===== src/rtl/stmem_pkg.sv =====
package stmem_pkg;

    localparam int NBANK      = 4;
    localparam int BANK_W     = $clog2(NBANK);
    localparam int TIM_W      = 4;
    localparam int ACC_W      = 5;
    localparam int LEN_W      = ACC_W + 1;
    localparam int BYTE_W     = 8;
    localparam int DATA_W     = 2 * BYTE_W;
    localparam int PAGE_BEATS = 4;
    localparam int BEAT_W     = $clog2(PAGE_BEATS);
    localparam int NPHASE     = 6;

    typedef enum logic [2:0] {
        PH_IDLE = 3'd0,
        PH_ASU  = 3'd1,
        PH_CSU  = 3'd2,
        PH_ACC  = 3'd3,
        PH_PAGE = 3'd4,
        PH_CSH  = 3'd5,
        PH_AH   = 3'd6
    } phase_e;

    typedef struct packed {
        logic [TIM_W-1:0] t_page;
        logic [TIM_W-1:0] t_ahold;
        logic [TIM_W-1:0] t_cshold;
        logic [ACC_W-1:0] t_acc;
        logic [TIM_W-1:0] t_cssu;
        logic [TIM_W-1:0] t_asu;
        logic             wide;
        logic             page4;
    } bank_cfg_t;

    localparam bank_cfg_t CFG_RESET = '0;

    // successor in the fixed interval order
    function automatic phase_e phase_after(input phase_e p);
        case (p)
            PH_ASU:  return PH_CSU;
            PH_CSU:  return PH_ACC;
            PH_ACC:  return PH_PAGE;
            PH_PAGE: return PH_CSH;
            PH_CSH:  return PH_AH;
            default: return PH_IDLE;
        endcase
    endfunction

    // length in cycles of an interval for a given bank setting
    function automatic logic [LEN_W-1:0] phase_len(input phase_e p,
                                                   input bank_cfg_t c,
                                                   input logic wr);
        case (p)
            PH_ASU:  return LEN_W'(c.t_asu);
            PH_CSU:  return LEN_W'(c.t_cssu);
            PH_ACC:  return LEN_W'(c.t_acc) + LEN_W'(1);
            PH_PAGE: return (c.page4 && !wr)
                            ? ((c.t_page == '0) ? LEN_W'(1) : LEN_W'(c.t_page))
                            : '0;
            PH_CSH:  return LEN_W'(c.t_cshold);
            PH_AH:   return LEN_W'(c.t_ahold);
            default: return '0;
        endcase
    endfunction

    // first interval at or after p that actually lasts a cycle
    function automatic phase_e first_live(input phase_e p,
                                          input bank_cfg_t c,
                                          input logic wr);
        phase_e q;
        q = p;
        for (int i = 0; i < NPHASE; i++) begin
            if (q != PH_IDLE && phase_len(q, c, wr) == '0)
                q = phase_after(q);
        end
        return q;
    endfunction

    function automatic logic [ACC_W-1:0] load_count(input phase_e p,
                                                    input bank_cfg_t c,
                                                    input logic wr);
        logic [LEN_W-1:0] n;
        n = phase_len(p, c, wr);
        return (n == '0) ? '0 : ACC_W'(n - LEN_W'(1));
    endfunction

endpackage


===== src/rtl/stmem_cfg_regs.sv =====
module stmem_cfg_regs
    import stmem_pkg::*;
(
    input  logic                        clk,
    input  logic                        rst,
    input  logic                        wr_en,
    input  logic [BANK_W-1:0]           wr_bank,
    input  bank_cfg_t                   wr_data,
    output bank_cfg_t [NBANK-1:0]       bank_q
);

    for (genvar b = 0; b < NBANK; b++) begin : g_bank
        always_ff @(posedge clk) begin
            if (rst)
                bank_q[b] <= CFG_RESET;
            else if (wr_en && wr_bank == BANK_W'(b))
                bank_q[b] <= wr_data;
        end
    end

endmodule


===== src/rtl/stmem_seq.sv =====
module stmem_seq
    import stmem_pkg::*;
#(
    parameter int ADDR_W = 16
) (
    input  logic                clk,
    input  logic                rst,
    input  logic                start,
    input  bank_cfg_t           start_cfg,
    input  logic [BANK_W-1:0]   start_bank,
    input  logic [ADDR_W-1:0]   start_off,
    input  logic                start_wr,
    input  logic [DATA_W-1:0]   start_wdata,
    output phase_e              ph_q,
    output logic [BEAT_W-1:0]   beat_q,
    output logic                cnt_last,
    output bank_cfg_t           act_cfg,
    output logic [BANK_W-1:0]   act_bank,
    output logic [ADDR_W-1:0]   act_off,
    output logic                act_wr,
    output logic [DATA_W-1:0]   act_wdata
);

    localparam logic [BEAT_W-1:0] BEAT_LAST = BEAT_W'(PAGE_BEATS - 1);

    logic [ACC_W-1:0] cnt_q;
    phase_e           launch_ph;
    phase_e           follow_ph;
    logic             page_again;

    always_comb begin
        launch_ph  = first_live(PH_ASU, start_cfg, start_wr);
        follow_ph  = first_live(phase_after(ph_q), act_cfg, act_wr);
        page_again = (ph_q == PH_PAGE) && (beat_q != BEAT_LAST);
        cnt_last   = (cnt_q == '0);
    end

    always_ff @(posedge clk) begin
        if (rst) begin
            ph_q      <= PH_IDLE;
            cnt_q     <= '0;
            beat_q    <= '0;
            act_cfg   <= CFG_RESET;
            act_bank  <= '0;
            act_off   <= '0;
            act_wr    <= 1'b0;
            act_wdata <= '0;
        end else if (ph_q == PH_IDLE) begin
            if (start) begin
                act_cfg   <= start_cfg;
                act_bank  <= start_bank;
                act_off   <= start_off;
                act_wr    <= start_wr;
                act_wdata <= start_wdata;
                ph_q      <= launch_ph;
                cnt_q     <= load_count(launch_ph, start_cfg, start_wr);
                beat_q    <= '0;
            end
        end else if (!cnt_last) begin
            cnt_q <= cnt_q - ACC_W'(1);
        end else if (page_again) begin
            beat_q <= beat_q + BEAT_W'(1);
            cnt_q  <= load_count(PH_PAGE, act_cfg, act_wr);
        end else begin
            ph_q  <= follow_ph;
            cnt_q <= load_count(follow_ph, act_cfg, act_wr);
            if (follow_ph == PH_PAGE)
                beat_q <= beat_q + BEAT_W'(1);
        end
    end

endmodule


===== src/rtl/stmem_pins.sv =====
module stmem_pins
    import stmem_pkg::*;
#(
    parameter int ADDR_W = 16
) (
    input  logic                clk,
    input  logic                rst,
    input  phase_e              ph,
    input  logic [BEAT_W-1:0]   beat,
    input  logic                cnt_last,
    input  bank_cfg_t           cfg,
    input  logic [BANK_W-1:0]   bank,
    input  logic [ADDR_W-1:0]   off,
    input  logic                wr,
    input  logic [DATA_W-1:0]   wdata,
    input  logic [DATA_W-1:0]   dq_in,
    output logic [ADDR_W-1:0]   addr,
    output logic [NBANK-1:0]    cs_n,
    output logic                oe_n,
    output logic                we_n,
    output logic [DATA_W-1:0]   dq_out,
    output logic                dq_oe,
    output logic                rsp_valid,
    output logic [DATA_W-1:0]   rsp_rdata
);

    logic bus_on;
    logic strobe;
    logic capture;
    logic [DATA_W-1:0] wdata_fit;
    logic [DATA_W-1:0] rdata_fit;

    always_comb begin
        bus_on  = (ph == PH_CSU) || (ph == PH_ACC) || (ph == PH_PAGE) || (ph == PH_CSH);
        strobe  = (ph == PH_ACC) || (ph == PH_PAGE);
        capture = strobe && !wr && cnt_last;

        wdata_fit = cfg.wide ? wdata : {{(DATA_W-BYTE_W){1'b0}}, wdata[BYTE_W-1:0]};
        rdata_fit = cfg.wide ? dq_in : {{(DATA_W-BYTE_W){1'b0}}, dq_in[BYTE_W-1:0]};

        for (int b = 0; b < NBANK; b++)
            cs_n[b] = !(bus_on && bank == BANK_W'(b));

        oe_n   = !(strobe && !wr);
        we_n   = !((ph == PH_ACC) && wr);
        dq_oe  = (ph == PH_ACC) && wr;
        dq_out = dq_oe ? wdata_fit : '0;
        addr   = (ph == PH_IDLE) ? '0
                                 : off + (ADDR_W'(beat) << cfg.wide);
    end

    always_ff @(posedge clk) begin
        if (rst) begin
            rsp_valid <= 1'b0;
            rsp_rdata <= '0;
        end else begin
            rsp_valid <= capture;
            if (capture)
                rsp_rdata <= rdata_fit;
        end
    end

endmodule


===== src/rtl/stmem_bus_ctrl.sv =====
module stmem_bus_ctrl
    import stmem_pkg::*;
#(
    parameter int ADDR_W = 16
) (
    input  logic                 clk,
    input  logic                 rst,
    input  logic                 cfg_we,
    input  logic [BANK_W-1:0]    cfg_bank,
    input  logic [TIM_W-1:0]     cfg_t_page,
    input  logic [TIM_W-1:0]     cfg_t_ahold,
    input  logic [TIM_W-1:0]     cfg_t_cshold,
    input  logic [ACC_W-1:0]     cfg_t_acc,
    input  logic [TIM_W-1:0]     cfg_t_cssu,
    input  logic [TIM_W-1:0]     cfg_t_asu,
    input  logic                 cfg_wide,
    input  logic                 cfg_page4,
    input  logic                 req_valid,
    output logic                 req_ready,
    input  logic [BANK_W-1:0]    req_bank,
    input  logic [ADDR_W-1:0]    req_offset,
    input  logic                 req_write,
    input  logic [DATA_W-1:0]    req_wdata,
    output logic                 rsp_valid,
    output logic [DATA_W-1:0]    rsp_rdata,
    output logic [ADDR_W-1:0]    mem_addr,
    output logic [NBANK-1:0]     mem_cs_n,
    output logic                 mem_oe_n,
    output logic                 mem_we_n,
    output logic [DATA_W-1:0]    mem_dq_out,
    output logic                 mem_dq_oe,
    input  logic [DATA_W-1:0]    mem_dq_in
);

    bank_cfg_t              cfg_word;
    bank_cfg_t [NBANK-1:0]  bank_cfg;
    phase_e                 ph;
    logic [BEAT_W-1:0]      beat;
    logic                   cnt_last;
    bank_cfg_t              act_cfg;
    logic [BANK_W-1:0]      act_bank;
    logic [ADDR_W-1:0]      act_off;
    logic                   act_wr;
    logic [DATA_W-1:0]      act_wdata;
    logic                   start;

    always_comb begin
        cfg_word.t_page   = cfg_t_page;
        cfg_word.t_ahold  = cfg_t_ahold;
        cfg_word.t_cshold = cfg_t_cshold;
        cfg_word.t_acc    = cfg_t_acc;
        cfg_word.t_cssu   = cfg_t_cssu;
        cfg_word.t_asu    = cfg_t_asu;
        cfg_word.wide     = cfg_wide;
        cfg_word.page4    = cfg_page4;
        req_ready         = (ph == PH_IDLE);
        start             = req_valid && req_ready;
    end

    stmem_cfg_regs u_cfg (
        .clk     (clk),
        .rst     (rst),
        .wr_en   (cfg_we),
        .wr_bank (cfg_bank),
        .wr_data (cfg_word),
        .bank_q  (bank_cfg)
    );

    stmem_seq #(.ADDR_W(ADDR_W)) u_seq (
        .clk         (clk),
        .rst         (rst),
        .start       (start),
        .start_cfg   (bank_cfg[req_bank]),
        .start_bank  (req_bank),
        .start_off   (req_offset),
        .start_wr    (req_write),
        .start_wdata (req_wdata),
        .ph_q        (ph),
        .beat_q      (beat),
        .cnt_last    (cnt_last),
        .act_cfg     (act_cfg),
        .act_bank    (act_bank),
        .act_off     (act_off),
        .act_wr      (act_wr),
        .act_wdata   (act_wdata)
    );

    stmem_pins #(.ADDR_W(ADDR_W)) u_pins (
        .clk       (clk),
        .rst       (rst),
        .ph        (ph),
        .beat      (beat),
        .cnt_last  (cnt_last),
        .cfg       (act_cfg),
        .bank      (act_bank),
        .off       (act_off),
        .wr        (act_wr),
        .wdata     (act_wdata),
        .dq_in     (mem_dq_in),
        .addr      (mem_addr),
        .cs_n      (mem_cs_n),
        .oe_n      (mem_oe_n),
        .we_n      (mem_we_n),
        .dq_out    (mem_dq_out),
        .dq_oe     (mem_dq_oe),
        .rsp_valid (rsp_valid),
        .rsp_rdata (rsp_rdata)
    );

endmodule


===== config.mk =====
export PLATFORM = sky130hd
export DESIGN_NAME = stmem_bus_ctrl
export DESIGN_NICKNAME = d
export VERILOG_FILES = /design/src/rtl/stmem_pkg.sv /design/src/rtl/stmem_cfg_regs.sv /design/src/rtl/stmem_seq.sv /design/src/rtl/stmem_pins.sv /design/src/rtl/stmem_bus_ctrl.sv
export SDC_FILE = /design/constraint.sdc
export NUM_CORES = 1
export LEC_CHECK = 0
export BUFFER_PORTS_ARGS = -buffer_cell sky130_fd_sc_hd__buf_2
export CORE_MARGIN = 8
export CORE_UTILIZATION = 54
export CTS_BUF_LIST = sky130_fd_sc_hd__clkbuf_8
export CTS_CLUSTER_SIZE = 20
export DETAILED_ROUTE_END_ITERATION = 7
export MAX_ROUTING_LAYER = met4
export PLACE_DENSITY = 0.74
export SLEW_MARGIN = 20
export SYNTH_ARGS = -nofsm -noshare
export SYNTH_HDL_FRONTEND = slang
export SYNTH_HIERARCHICAL = 1
export SYNTH_SLANG_ARGS = --single-unit

===== constraint.sdc =====
create_clock -name clk -period 12.03 [get_ports clk]
set_input_delay 1.203 -clock clk [delete_from_list [all_inputs] [get_ports clk]]
set_output_delay 1.203 -clock clk [all_outputs]
set_load 0.005 [all_outputs]

# After elaboration in Yosys (flattened, before gate mapping)
# Cells that the tools add are included.
[word_totals] register_bits=197 inputBits=84 output_inout_bits=57
[classes] n_addsub=8 n_lt_le_gt_ge=1 eq_ne=92 n_shift=1 mux=74 n_reduce_logical=75
[ops] op="$pmux 6 s6" count=13
[ops] op="$pmux 3 s5" count=12
[ops] op="$eq 3x3->1 const B" count=41
[ops] op="$logic_not 6->1" count=15
[ops] op="$eq 3x2->1 const B" count=28
[ops] op="$mux 6" count=13
[ops] op="$mux 16" count=4
[ops] op="$bmux 27 s2" count=1
[ops] op="$mux 3" count=15
[ops] op="$eq 3x1->1 const B" count=14
[ops] op="$reduce_bool 3->1" count=12
[ops] op="$mux 5" count=7
[ops] op="$mux 27" count=1
[ops] op="$logic_and 1x1->1" count=26
[ops] op="$sub 5x1->5 const B" count=4
[ops] op="$add 16x16->16" count=1
[ops] op="$shl 2x1->16" count=1
[ops] op="$add 5x1->6 const B" count=2
[ops] op="$mux 2" count=6
[ops] op="$eq 2x2->1 const B" count=4
[ops] op="$logic_not 1->1" count=8
[ops] op="$logic_not 4->1" count=2
[ops] op="$mux 4" count=2
[ops] op="$reduce_and 3->1" count=2
[ops] op="other kinds (11)" count=17

# Logic depth before layout (Yosys ltp)
# Gate-level depths: netlist of run 1.
[depth] ltp_word=43 mapped_depth=52 mapped_depth_nobuf=47

# Cells and area by module
# The synthesis of run 1 kept the hierarchy.
[by_module_without_submodules] mod="stmem_seq" n_inst=1 cells_per_inst=953 area_per_inst_um2=6847.8 seq_area_each_um2=1441.4
[by_module_without_submodules] mod="stmem_cfg_regs" n_inst=1 cells_per_inst=384 area_per_inst_um2=4311.6 seq_area_each_um2=2162.1
[by_module_without_submodules] mod="stmem_pins" n_inst=1 cells_per_inst=166 area_per_inst_um2=1267.5 seq_area_each_um2=340.3
[by_module_without_submodules] mod="stmem_bus_ctrl" n_inst=1 cells_per_inst=35 area_per_inst_um2=714.4 seq_area_each_um2=0.0

# Worst setup path before layout of run 1
# Ideal clock, no wire load.
[synth_timing] path_kind="reg-to-reg" start="reg u_seq.ph_q[1]" end="reg u_seq.cnt_q[0]" arrival_time_ns=10.376 path_slack_ns=1.583 stages_incl_launch_ff=49 path_buffers=5 period_less_slack_ns=10.447 path_cell_list="dfxtp_1 buf_2 clkbuf_1 inv_1 ha_1 clkbuf_1 nand2b_1 o41ai_2 clkbuf_1 ha_1 maj3_1 o32a_1 nor2_2 nor3_2 a21oi_2 inv_1 ha_1 inv_1 [13 not listed] and2_1 mux2_2 a221oi_1 a31oi_2 a211o_1 and2_1 buf_6 o311ai_4 nor4b_4 mux2i_2 a221oi_2 a22oi_1 inv_1 ha_1 o21ai_0 o31ai_2 a2111o_1 a21oi_1"
[synth_between] elab_chain_len=43 word_cells_on_any_way=99
[synth_rtl] element="start: declaration" line_no="stmem_seq.sv:14" text="output phase_e ph_q,"
[synth_rtl] element="start signal: assignment" line_no="stmem_seq.sv:55" text="ph_q <= launch_ph;"
[synth_rtl] element="start signal: assignment" line_no="stmem_seq.sv:65" text="ph_q <= follow_ph;"
[synth_rtl] element="$eq 3x3->1, or another cell as far along" line_no="stmem_pkg.sv:39" text="case (p)"
[synth_rtl] element="$pmux 3 s5" line_no="stmem_pkg.sv:39"
[synth_rtl] element="$eq 3x3->1, or another cell as far along" line_no="stmem_pkg.sv:53" text="case (p)"
[synth_rtl] element="$pmux 6 s6" line_no="stmem_pkg.sv:53"
[synth_rtl] element="$logic_not 6->1" line_no="stmem_pkg.sv:73" text="if (q != PH_IDLE && phase_len(q, c, wr) == '0)"
[synth_rtl] element="$logic_and 1x1->1" line_no="stmem_pkg.sv:73"
[synth_rtl] element="$mux 3" line_no="stmem_pkg.sv:73"
[synth_rtl] element="$eq 3x3->1, or another cell as far along" line_no="stmem_pkg.sv:53"
[synth_rtl] element="[27 not listed]"
[synth_rtl] element="$mux 6" line_no="stmem_seq.sv:59" text="end else if (!cnt_last) begin"
[synth_rtl] element="$mux 6" line_no="stmem_seq.sv:48" text="end else if (ph_q == PH_IDLE) begin"
[synth_rtl] element="$mux 6" line_no="stmem_seq.sv:39" text="if (rst) begin"
[synth_rtl] element="$sub 5x1->5 / $logic_not 6->1 (equally long branches)" line_no="stmem_pkg.sv:84" text="return (n == '0) ? '0 : ACC_W'(n - LEN_W'(1));"
[synth_rtl] element="$mux 5" line_no="stmem_pkg.sv:84"
[synth_rtl] element="$mux 5" line_no="stmem_seq.sv:61" text="end else if (page_again) begin"
[synth_rtl] element="$mux 5" line_no="stmem_seq.sv:59"
[synth_rtl] element="$mux 5" line_no="stmem_seq.sv:48"
[synth_rtl] element="end signal: assignment" line_no="stmem_seq.sv:60" text="cnt_q <= cnt_q - ACC_W'(1);"
[synth_rtl] element="end signal: assignment" line_no="stmem_seq.sv:63" text="cnt_q <= load_count(PH_PAGE, act_cfg, act_wr);"
[synth_rtl] element="end signal: assignment" line_no="stmem_seq.sv:66" text="cnt_q <= load_count(follow_ph, act_cfg, act_wr);"
[synth_rtl] element="end: declaration" line_no="stmem_seq.sv:26" text="logic [ACC_W-1:0] cnt_q;"
# Parallel ways exist; a longest one is shown, timed or not. The select of a mux whose other input is x is not followed.
# A chain may end at the register's enable or synchronous reset.

# Worst setup path after layout of run 1
# Ends and elaborated chain as after synthesis.

==> impl_results.md, run 1 <==
* Synth cell types at 118
* Worst hold path class: reg2reg
* GRT Total Usage at 24.0%
* Hold-fix buffers, CTS at 0
* FMAX at 89.0 MHz
* PostCTS Resize Cnt at 0
* Slew Viols, Final at 0
* Seq/Total Area, Yosys at 30.0%
* DIE HEIGHT at 172 um
* Most common cell after layout, fill and taps aside: nand2_1
* Avg Cell Area, Syn at 8.54 um2
* Util after Layout at 59.3%
* Clk_skew at 0.0233 ns
* Vias in the first global route at 11200
* Clk_lat worst skew at 0.49 ns
* Placer's final routability congestion estimate at 0.943
* Minimum clock period after layout at 11.24 ns
* CP arrival at 11.65 ns
* Sink Count at 197
* Die Span X at 172 um
* Clock buffer count from CTS at 17
* # Post-CTS Setup Buffers at 0
* Tcrit/Tclk final at 93.4%
* Post-DP HPWL at 25600 um
* DR iter-0 viols at 1133
* Leak at 5.81 nW
* # fillers at 2185
* Grt ovf at 0
* Crit path kind: reg2reg
* Measured slew at the worst slew-check pin at 1.08 ns
* Startpoint types: flip-flop
* Htree depth at 4
* Setup WS post-layout at 0.792 ns
* First-pass GRT wire length at 56600 um
* Syn Std Cell Area at 0.0131 mm2
* TritonCTS clock tree: done
* FFs w/ async S/R, synth at 0%
* Initial Utilization at 54.5%
* Core Region at 0.0241 mm2
* Syn Nets at 1645
* Vias per cell at 5.99
* Row Count at 57
* DRC errors left at 0
* FF+latch count, synth at 197
* Setup violators final at 0
* Design area at 0.0143 mm2
* Die area at 0.0296 mm2
* Slowest CP cell: a2111oi_1
* Initial antenna violation count at 0
* RSZ-0062 raised after global routing: false
* Worst VDD drop at 163 uV
* Setup TNS at 0 ns
* Max incr delay on CP at 0.58 ns
* Cells after Synth at 1538
* # IOs at 141
* P&R area growth vs syn at 8.76%
* Post-synth EDFFs at 0
* Inserted Diodes at 0
* Clk pin slew, worst setup/hold paths at 0.11 ns
* Via count at 11700
* Nets at 1725
* Max_slew headroom at 28.2%
* Top FF cell, synth: dfxtp_1
* Final Hold Viols at 0
* Final wirelength at 35500 um
* Port bufs at 140
* Max cap viols at 0
* Cell Pwr Density at 206 mW/mm2
* Most frequent cells in the layout: nand2_1, dfxtp_1, nand2b_1
* Dpl ws at 1.05 ns
* Power Total at 0.00294 W
* Clock root cell: clkbuf_8
* Synth warn at 6
* Post-DRT Antenna Nets at 0
* Worst Path Max Fanout at 13
* Ratio of cells with drive above 1 in the final layout at 18.3%
* Largest net degree at the start of global routing at 119
* Routed WL per cell at 18.1 um
* WP data required at 12.44 ns
* Clock Path Buffers at 2
* Initial DRT Pass Iterations at 7
* Critical Path End Type: flip-flop
* Most used cell, CP: ha_1
* Placed Area at 0.0139 mm2
* Status: finished clean
==> power breakdown <==
part / internal, W / total [W] / switching (W)
clock network: 0.000164 / 0.000445 / 0.000280
logic: 0.000692 / 0.00176 / 0.00107
registers: 0.000698 / 0.000736 / 0.0000377
==> area by class of cell <==
cell class | count | area (um2) | area share, %
Clock buffer | 17 | 234 | 1.64
Clock inverter | 15 | 191 | 1.34
Inverter | 37 | 143 | 0.998
Multi-Input combinational cell | 1208 | 8540 | 59.8
Sequential cell | 197 | 3940 | 27.6
Tap cell | 324 | 405 | 2.84
Timing Repair Buffer | 157 | 831 | 5.81
==> through the flow <==
| stage | instances | hold WS [ns] |
|---|---|---|
| floorplan | 1538 | 0.432 |
| global placement | 1923 | 0.438 |
| detailed placement | 1923 | 0.444 |
| CTS | 1955 | 0.459 |
| global route | 1955 | 0.476 |
| finish | 1955 | 0.455 |
==> cells by family after synthesis <==
kind of cell	after synthesis	synth area share, %
buffers and inverters	133	5.14
flip-flops	197	30.0
AND/OR/NAND/NOR	646	25.7
XOR/XNOR	26	1.73
adder cells (fa/ha/maj)	24	2.32
multiplexers	188	17.4
AO/OA/AOI/OAI	324	17.6
==> synthesized netlist by cell type, types with 5 or more instances <==
cell       count  area share (%)
nor4_1        11            0.52
buf_6         13             1.1
nor2b_1        9            0.43
nor3_1        25            0.95
mux2i_1      138              11
o31ai_1       10            0.57
a31oi_1       11            0.52
o211ai_1       9            0.51
or3_1          9            0.43
a221oi_1       6            0.40
o21ai_1        8            0.30
a211oi_1       7            0.40
buf_2         13            0.50
xnor2_1       18             1.2
a21oi_1      117             4.5
nand3_1       38             1.4
o21a_1        15            0.86
and3_1        13            0.62
mux2_2        18             1.5
a22oi_1       10            0.57
a211o_1        7            0.47
dfxtp_1      197              30
or4_1          8            0.46
xor2_1         8            0.53
nand3b_1       7            0.40
mux4_2        20             3.4
inv_1         31            0.89
o2bb2ai_1      5            0.33
o32a_1         5            0.38
and2_1        23             1.1
or2_2          5            0.24
nand2_1      206             5.9
clkbuf_1      59             1.7
nand2b_1     154             7.3
nor2_1        88             2.5
mux4_1         7             1.4
nand4_1        5            0.24
buf_4          7            0.40
o21ai_0       36             1.4
ha_1          22             2.1
==> per-layer routing <==
layer | share of wire (%) | vias to the layer above | track usage [%]
li1 | - | 5688 | -
met1 | 44 | 5563 | 30.1
met2 | 49 | 377 | 39.6
met3 | 4.1 | 76 | 2.56
met4 | 2.6 | 0 | 8.70
met5 | 0 | - | -
==> sequential cells by signal (all words and copies together) (netlist names) <==
name and flops:
u_seq/cnt_q 5, u_pins/rsp_rdata 16, u_seq/act_bank 2, u_seq/act_wr 1, u_seq/act_cfg 27, u_pins/rsp_valid 1
u_seq/act_wdata 16, u_seq/act_off 16, u_seq/ph_q 3, u_cfg/bank_q 108, u_seq/beat_q 2
==> final timing paths <==
kind / start / depth (start not counted) / endpoint / slack (ns)
hold reg to reg: u_seq/act_wdata[4] / 2 / u_seq/act_wdata[4] / 0.46
hold / removal: u_seq/act_wdata[4] / 2 / u_seq/act_wdata[4] / 0.46
setup reg to reg: u_seq/ph_q[1] / 40 / u_seq/cnt_q[0] / 0.79
setup / recovery: u_seq/ph_q[1] / 40 / u_seq/cnt_q[0] / 0.79
==> worst max-delay path, delay by kind of cell, from the launching register on <==
family / cells / cell delay [ns]
AOI/OAI and AO/OA: 19 / 4.65
and+or+nand+nor: 7 / 2.38
adders and majority gates: 5 / 1.79
muxes: 3 / 1.31
buffers and inverters: 6 / 0.71
DFF: 1 / 0.35
Power figures use the tool's default switching activity.
==> inputs of run 2 (changes only) <==
CTS_BUF_LIST = not set   (was sky130_fd_sc_hd__clkbuf_8)
==> run 2 against run 1 <==
  * Clock-buffer cell count did not move
  * Clock skew fell by 0.0059 ns
  * Sequential power barely moved
  * Cell area rose by 1.3%
  * Wire length rose by 0.71%
  * Register-to-register slack improved by 0.05 ns
  * First-iteration DRC count fell by 2.0%
  * Critical path depth did not move
  * Cell count did not move
  * Critical path type unchanged
==> impl_results.md, run 2 (synthesis gave the netlist of run 1 again) <==
* Htree depth at 4
* Vias per cell at 5.98
* Sw frac at 45.5%
* Measured slew at the worst slew-check pin at 1.08 ns
* Vias in the first global route at 11200
* Clk network pwr share at 19.0%
* Setup violators final at 0
* Largest reg by FF count: u_cfg/bank_q
* Reg2reg end: u_seq/cnt_q[0]
* Core Region at 0.0241 mm2
* Final wirelength at 35700 um
* Max cap viols at 0
* TritonCTS clock tree: done
* Max incr delay on CP at 0.57 ns
* Final Hold Viols at 0
* Internal cell power at 0.00168 W
* # Post-CTS Setup Buffers at 0
* Worst VDD drop at 134 uV
* Max_slew headroom at 28.1%
* Status: finished clean
* Sequential power share at 23.9%
* Via count at 11700
* Slew Viols, Final at 0
* P&R area growth vs syn at 10.2%
* Setup TNS at 0 ns
* Tcrit/Tclk final at 93.0%
* Row Count at 57
* Initial antenna violation count at 0
* Critical Path Sink: u_seq/cnt_q[0]
* DRC errors left at 0
* Initial Utilization at 54.5%
* WP data required at 12.40 ns
* Sw Pwr at 0.00140 W
* DIE HEIGHT at 172 um
* Initial DRT Pass Iterations at 7
* Startpoint types: flip-flop
* Crit path kind: reg2reg
* First-pass GRT wire length at 56800 um
* R2R setup slack at 0.84 ns
* Placer's final routability congestion estimate at 0.943
* PostCTS Resize Cnt at 0
* Sink Count at 197
* Hold-fix buffers, CTS at 0
* Clk_skew at 0.0174 ns
* Critical Path End Type: flip-flop
* RSZ-0062 raised after global routing: false
* Worst hold path class: reg2reg
* Worst R2R Path Depth at 40
* Most common cell after layout, fill and taps aside: nand2_1
* Slowest CP cell: a2111oi_1
* Die Span X at 172 um
* Max reg flops at 108
* GRT Total Usage at 24.1%
* Clock Path Buffers at 2
* Placed Area at 0.0139 mm2
* # IOs at 141
* Post-DRT Antenna Nets at 0
* Reg area at 0.00394 mm2
* Minimum clock period after layout at 11.19 ns
* Port bufs at 140
* Clock buffer count from CTS at 17
* Most frequent cells in the layout: nand2_1, dfxtp_1, nand2b_1
* RR Startpoint: u_seq/ph_q[1]
* Biggest regs: u_cfg/bank_q x108, u_seq/act_cfg x27
* Clock root cell: clkbuf_16
* Worst Path Max Fanout at 13
* Combinational share of power at 57.1%
* Ratio of cells with drive above 1 in the final layout at 18.3%
* HP Start: u_seq/act_wdata[4]
* Worst Setup SP: u_seq/ph_q[1]
* Post-DP HPWL at 25600 um
* DR iter-0 viols at 1110
* # fillers at 2151
* Grt ovf at 0
* Multi-input logic area at 0.00854 mm2
* Die area at 0.0296 mm2
* Most used cell, CP: ha_1
* Routed WL per cell at 18.3 um
* Cell Pwr Density at 212 mW/mm2
* CP arrival at 11.56 ns
* Leak at 5.90 nW
* Inserted Diodes at 0
* Design area at 0.0145 mm2
* Clk pin slew, worst setup/hold paths at 0.08 ns
* Nets at 1725
* Clk_lat worst skew at 0.44 ns
* FMAX at 89.4 MHz
* Largest net degree at the start of global routing at 119
-- run 2: worst min-delay path by stage --
| stage | to | slack [ns] | depth (start not counted) |
|---|---|---|---|
| 4_1_cts | u_seq/act_wdata[8] | 0.45 | 2 |
| 3_3_place_gp | u_seq/act_wdata[3] | 0.44 | 2 |
| 3_5_place_dp | u_seq/act_wdata[8] | 0.44 | 2 |
| 2_1_floorplan | u_seq/act_wdata[0] | 0.43 | 2 |
| 6_report | u_seq/act_wdata[4] | 0.45 | 2 |
| 5_1_grt | u_seq/act_wdata[8] | 0.47 | 2 |
-- run 2: worst max-delay path: cells and delay by family (launching register included) --
family / cells / cell delay (ns)
buffers and inverters: 6 / 0.71
multiplexers: 3 / 1.30
AO/OA/AOI/OAI: 17 / 4.27
adder cells (fa/ha/maj): 5 / 1.80
AND/OR/NAND/NOR: 9 / 2.68
flip-flops: 1 / 0.34
-- run 2: metal layers --
metal,routed length (um),global-route usage (%)
met1,15800,30.2
met4,761,7.50
met2,17700,39.9
met5,0,-
met3,1460,3.11
-- run 2: area by class of cell --
class | count | share of cell area, %
clock inverters | 15 | 1.32
multi-input cells | 1208 | 59.0
well taps | 324 | 2.80
flip-flops and latches | 197 | 27.2
repair buffers | 157 | 5.74
clock buffers | 17 | 2.94
inverters | 37 | 0.985
-- run 2: metrics by stage --
stage / setup slack [ns] / total power [W] / cells / util, % / hold WS (ns)
final: 0.841 / 0.00308 / 1955 / 60.1 / 0.452
after global routing: 0.00544 / 0.00328 / 1955 / 60.1 / 0.471
after CTS: 1.03 / 0.00304 / 1955 / 60.1 / 0.454
after detailed placement: 1.05 / 0.00245 / 1923 / 57.5 / 0.444
after global placement: 1.39 / 0.00242 / 1923 / 57.5 / 0.438
after floorplan: 1.58 / 0.00212 / 1538 / - / 0.432
-- run 2: power groups by stage --
stage / clock, W / combinational (W) / sequential (W)
4_1_cts: 0.000595 / 0.00171 / 0.000735
5_1_grt: 0.000620 / 0.00192 / 0.000742
3_3_place_gp: 0 / 0.00168 / 0.000748
6_report: 0.000585 / 0.00176 / 0.000736
2_1_floorplan: 0 / 0.00138 / 0.000741
3_5_place_dp: 0 / 0.00170 / 0.000750
==> inputs of run 3 (changes only) <==
PLACE_DENSITY = not set   (was 0.74)
PLACE_DENSITY_LB_ADDON = 0.1   (was not set)
==> run 3 against run 2 <==
  * Wire length decreased by 2.1%
  * Register-to-register slack about the same
  * Sequential cell count unchanged
  * Via count decreased by 1.9%
  * Critical endpoint is now u_seq/cnt_q[2]
  * Largest cell class unchanged
  * Highest routed layer unchanged
==> impl_results.md, run 3 (synthesis gave the netlist of run 1 again) <==
* Clk_skew at 0.0259 ns
* Sink Count at 197
* Reg2reg end: u_seq/cnt_q[2]
* # Post-CTS Setup Buffers at 0
* Nets at 1724
* Hold-fix buffers, CTS at 0
* Routed WL per cell at 17.9 um
* Row Count at 57
* Vias per cell at 5.87
* WP data required at 12.31 ns
* DRC errors left at 0
* Worst Hold End: u_seq/act_wdata[0]
* Status: finished clean
* Inserted Diodes at 0
* Port bufs at 140
* Max reg flops at 108
* Worst hold path class: reg2reg
* Core Region at 0.0241 mm2
* DR iter-0 viols at 1015
* Leak at 5.88 nW
* Initial antenna violation count at 0
* Worst Hold Depth at 2
* Clock root cell: clkbuf_16
* Clk pin slew, worst setup/hold paths at 0.07 ns
* Highest routed layer: met4
* RSZ-0062 raised after global routing: false
* Final Hold Viols at 0
* Post-DRT Antenna Nets at 0
* TritonCTS clock tree: done
* Ratio of cells with drive above 1 in the final layout at 18.3%
* R2R setup slack at 0.85 ns
* Final wirelength at 35000 um
* Max incr delay on CP at 0.45 ns
* RR Startpoint: u_seq/ph_q[1]
* Largest net degree at the start of global routing at 123
* Minimum clock period after layout at 11.18 ns
* Met3 wire length at 1420 um
* First-pass GRT wire length at 55500 um
* Setup TNS at 0 ns
* Grt ovf at 0
* Worst VDD drop at 161 uV
* Vias in the first global route at 11100
* Initial Utilization at 54.5%
* Setup WS post-layout at 0.848 ns
* Placer's final routability congestion estimate at 0.950
* Slowest CP cell: or3_4
* Measured slew at the worst slew-check pin at 1.12 ns
* Cell Pwr Density at 211 mW/mm2
* Via count at 11500
* Clock buffer count from CTS at 17
* Most common cell after layout, fill and taps aside: nand2_1
* # IOs at 141
* CP arrival at 11.46 ns
* PostCTS Resize Cnt at 0
* Worst Path Max Fanout at 13
* Dpl ws at 1.06 ns
* Startpoint types: flip-flop
* Initial DRT Pass Iterations at 7
* Crit path kind: reg2reg
* Largest reg by FF count: u_cfg/bank_q
* Worst R2R Path Depth at 46
* Tcrit/Tclk final at 93.0%
* Slew Viols, Final at 0
* Clk_lat worst skew at 0.45 ns
* Htree depth at 4
* Setup violators final at 0
* Met1 WL at 15400 um
* Most used cell, CP: ha_1
* Max cap viols at 0
* HP Start: u_seq/act_wdata[0]
* Die area at 0.0296 mm2
* Biggest regs: u_cfg/bank_q x108, u_seq/act_cfg x27
* DIE HEIGHT at 172 um
* Critical Path End Type: flip-flop
* Post-DP HPWL at 25000 um
* Die Span X at 172 um
* WL met2 at 17500 um
* Clock Path Buffers at 2
* Max_slew headroom at 24.9%
* GRT Total Usage at 23.6%
* Most frequent cells in the layout: nand2_1, dfxtp_1, nand2b_1
* FMAX at 89.4 MHz
* P&R area growth vs syn at 10.1%
-- run 3: worst max-delay path by stage --
| stage | from | end | slack (ns) | cells after the start |
|---|---|---|---|---|
| 6_report | u_seq/ph_q[1] | u_seq/cnt_q[2] | 0.85 | 46 |
| 5_1_grt | u_seq/ph_q[1] | u_seq/cnt_q[0] | 0.02 | 44 |
| 4_1_cts | u_seq/ph_q[1] | u_seq/cnt_q[2] | 1.03 | 46 |
| 3_5_place_dp | u_seq/ph_q[0] | u_seq/cnt_q[2] | 1.06 | 45 |
| 3_3_place_gp | u_seq/ph_q[1] | u_seq/cnt_q[0] | 1.29 | 43 |
| 2_1_floorplan | u_seq/ph_q[1] | u_seq/cnt_q[0] | 1.58 | 48 |
-- run 3: critical path, delay by kind of cell, from the launching register on --
family          cells  cell delay, ns
compound gates     19            4.19
fa+ha+maj           8            2.74
simple gates        9            1.91
mux                 3            1.16
buf+inv             7            0.70
flops               1            0.33
-- run 3: report_power, final --
| group | switching (W) | total [W] | internal, W | leakage (nW) |
|---|---|---|---|---|
| registers | 0.0000365 | 0.000735 | 0.000698 | 1.60 |
| logic | 0.00105 | 0.00174 | 0.000690 | 3.99 |
| clock network | 0.000290 | 0.000573 | 0.000283 | 0.288 |
| total | 0.00138 | 0.00305 | 0.00167 | 5.88 |
-- run 3: final cells by class --
cell class              count  area [um2]
clock buffers              18         429
clock inverters            14         174
fillers                  2273        9640
inverters                  37         143
multi-input cells        1208        8540
flip-flops and latches    197        3950
well taps                 324         405
repair buffers            156         827
-- run 3: per-stage QoR --
stage / instances / hold WS (ns) / util (%) / total power, W / cell area [um2]
after floorplan: 1538 / 0.432 / - / 0.00212 / 13100
after global placement: 1922 / 0.438 / 57.5 / 0.00244 / 13900
after detailed placement: 1922 / 0.443 / 57.5 / 0.00244 / 13900
after CTS: 1954 / 0.453 / 60.0 / 0.00303 / 14500
after global routing: 1954 / 0.472 / 60.0 / 0.00325 / 14500
final: 1954 / 0.452 / 60.0 / 0.00305 / 14500
-- run 3: per-layer routing --
layer | global-route usage [%] | vias up
met5 | - | -
met4 | 7.35 | 0
met3 | 2.76 | 48
met2 | 40.3 | 301
met1 | 28.9 | 5442
li1 | - | 5688
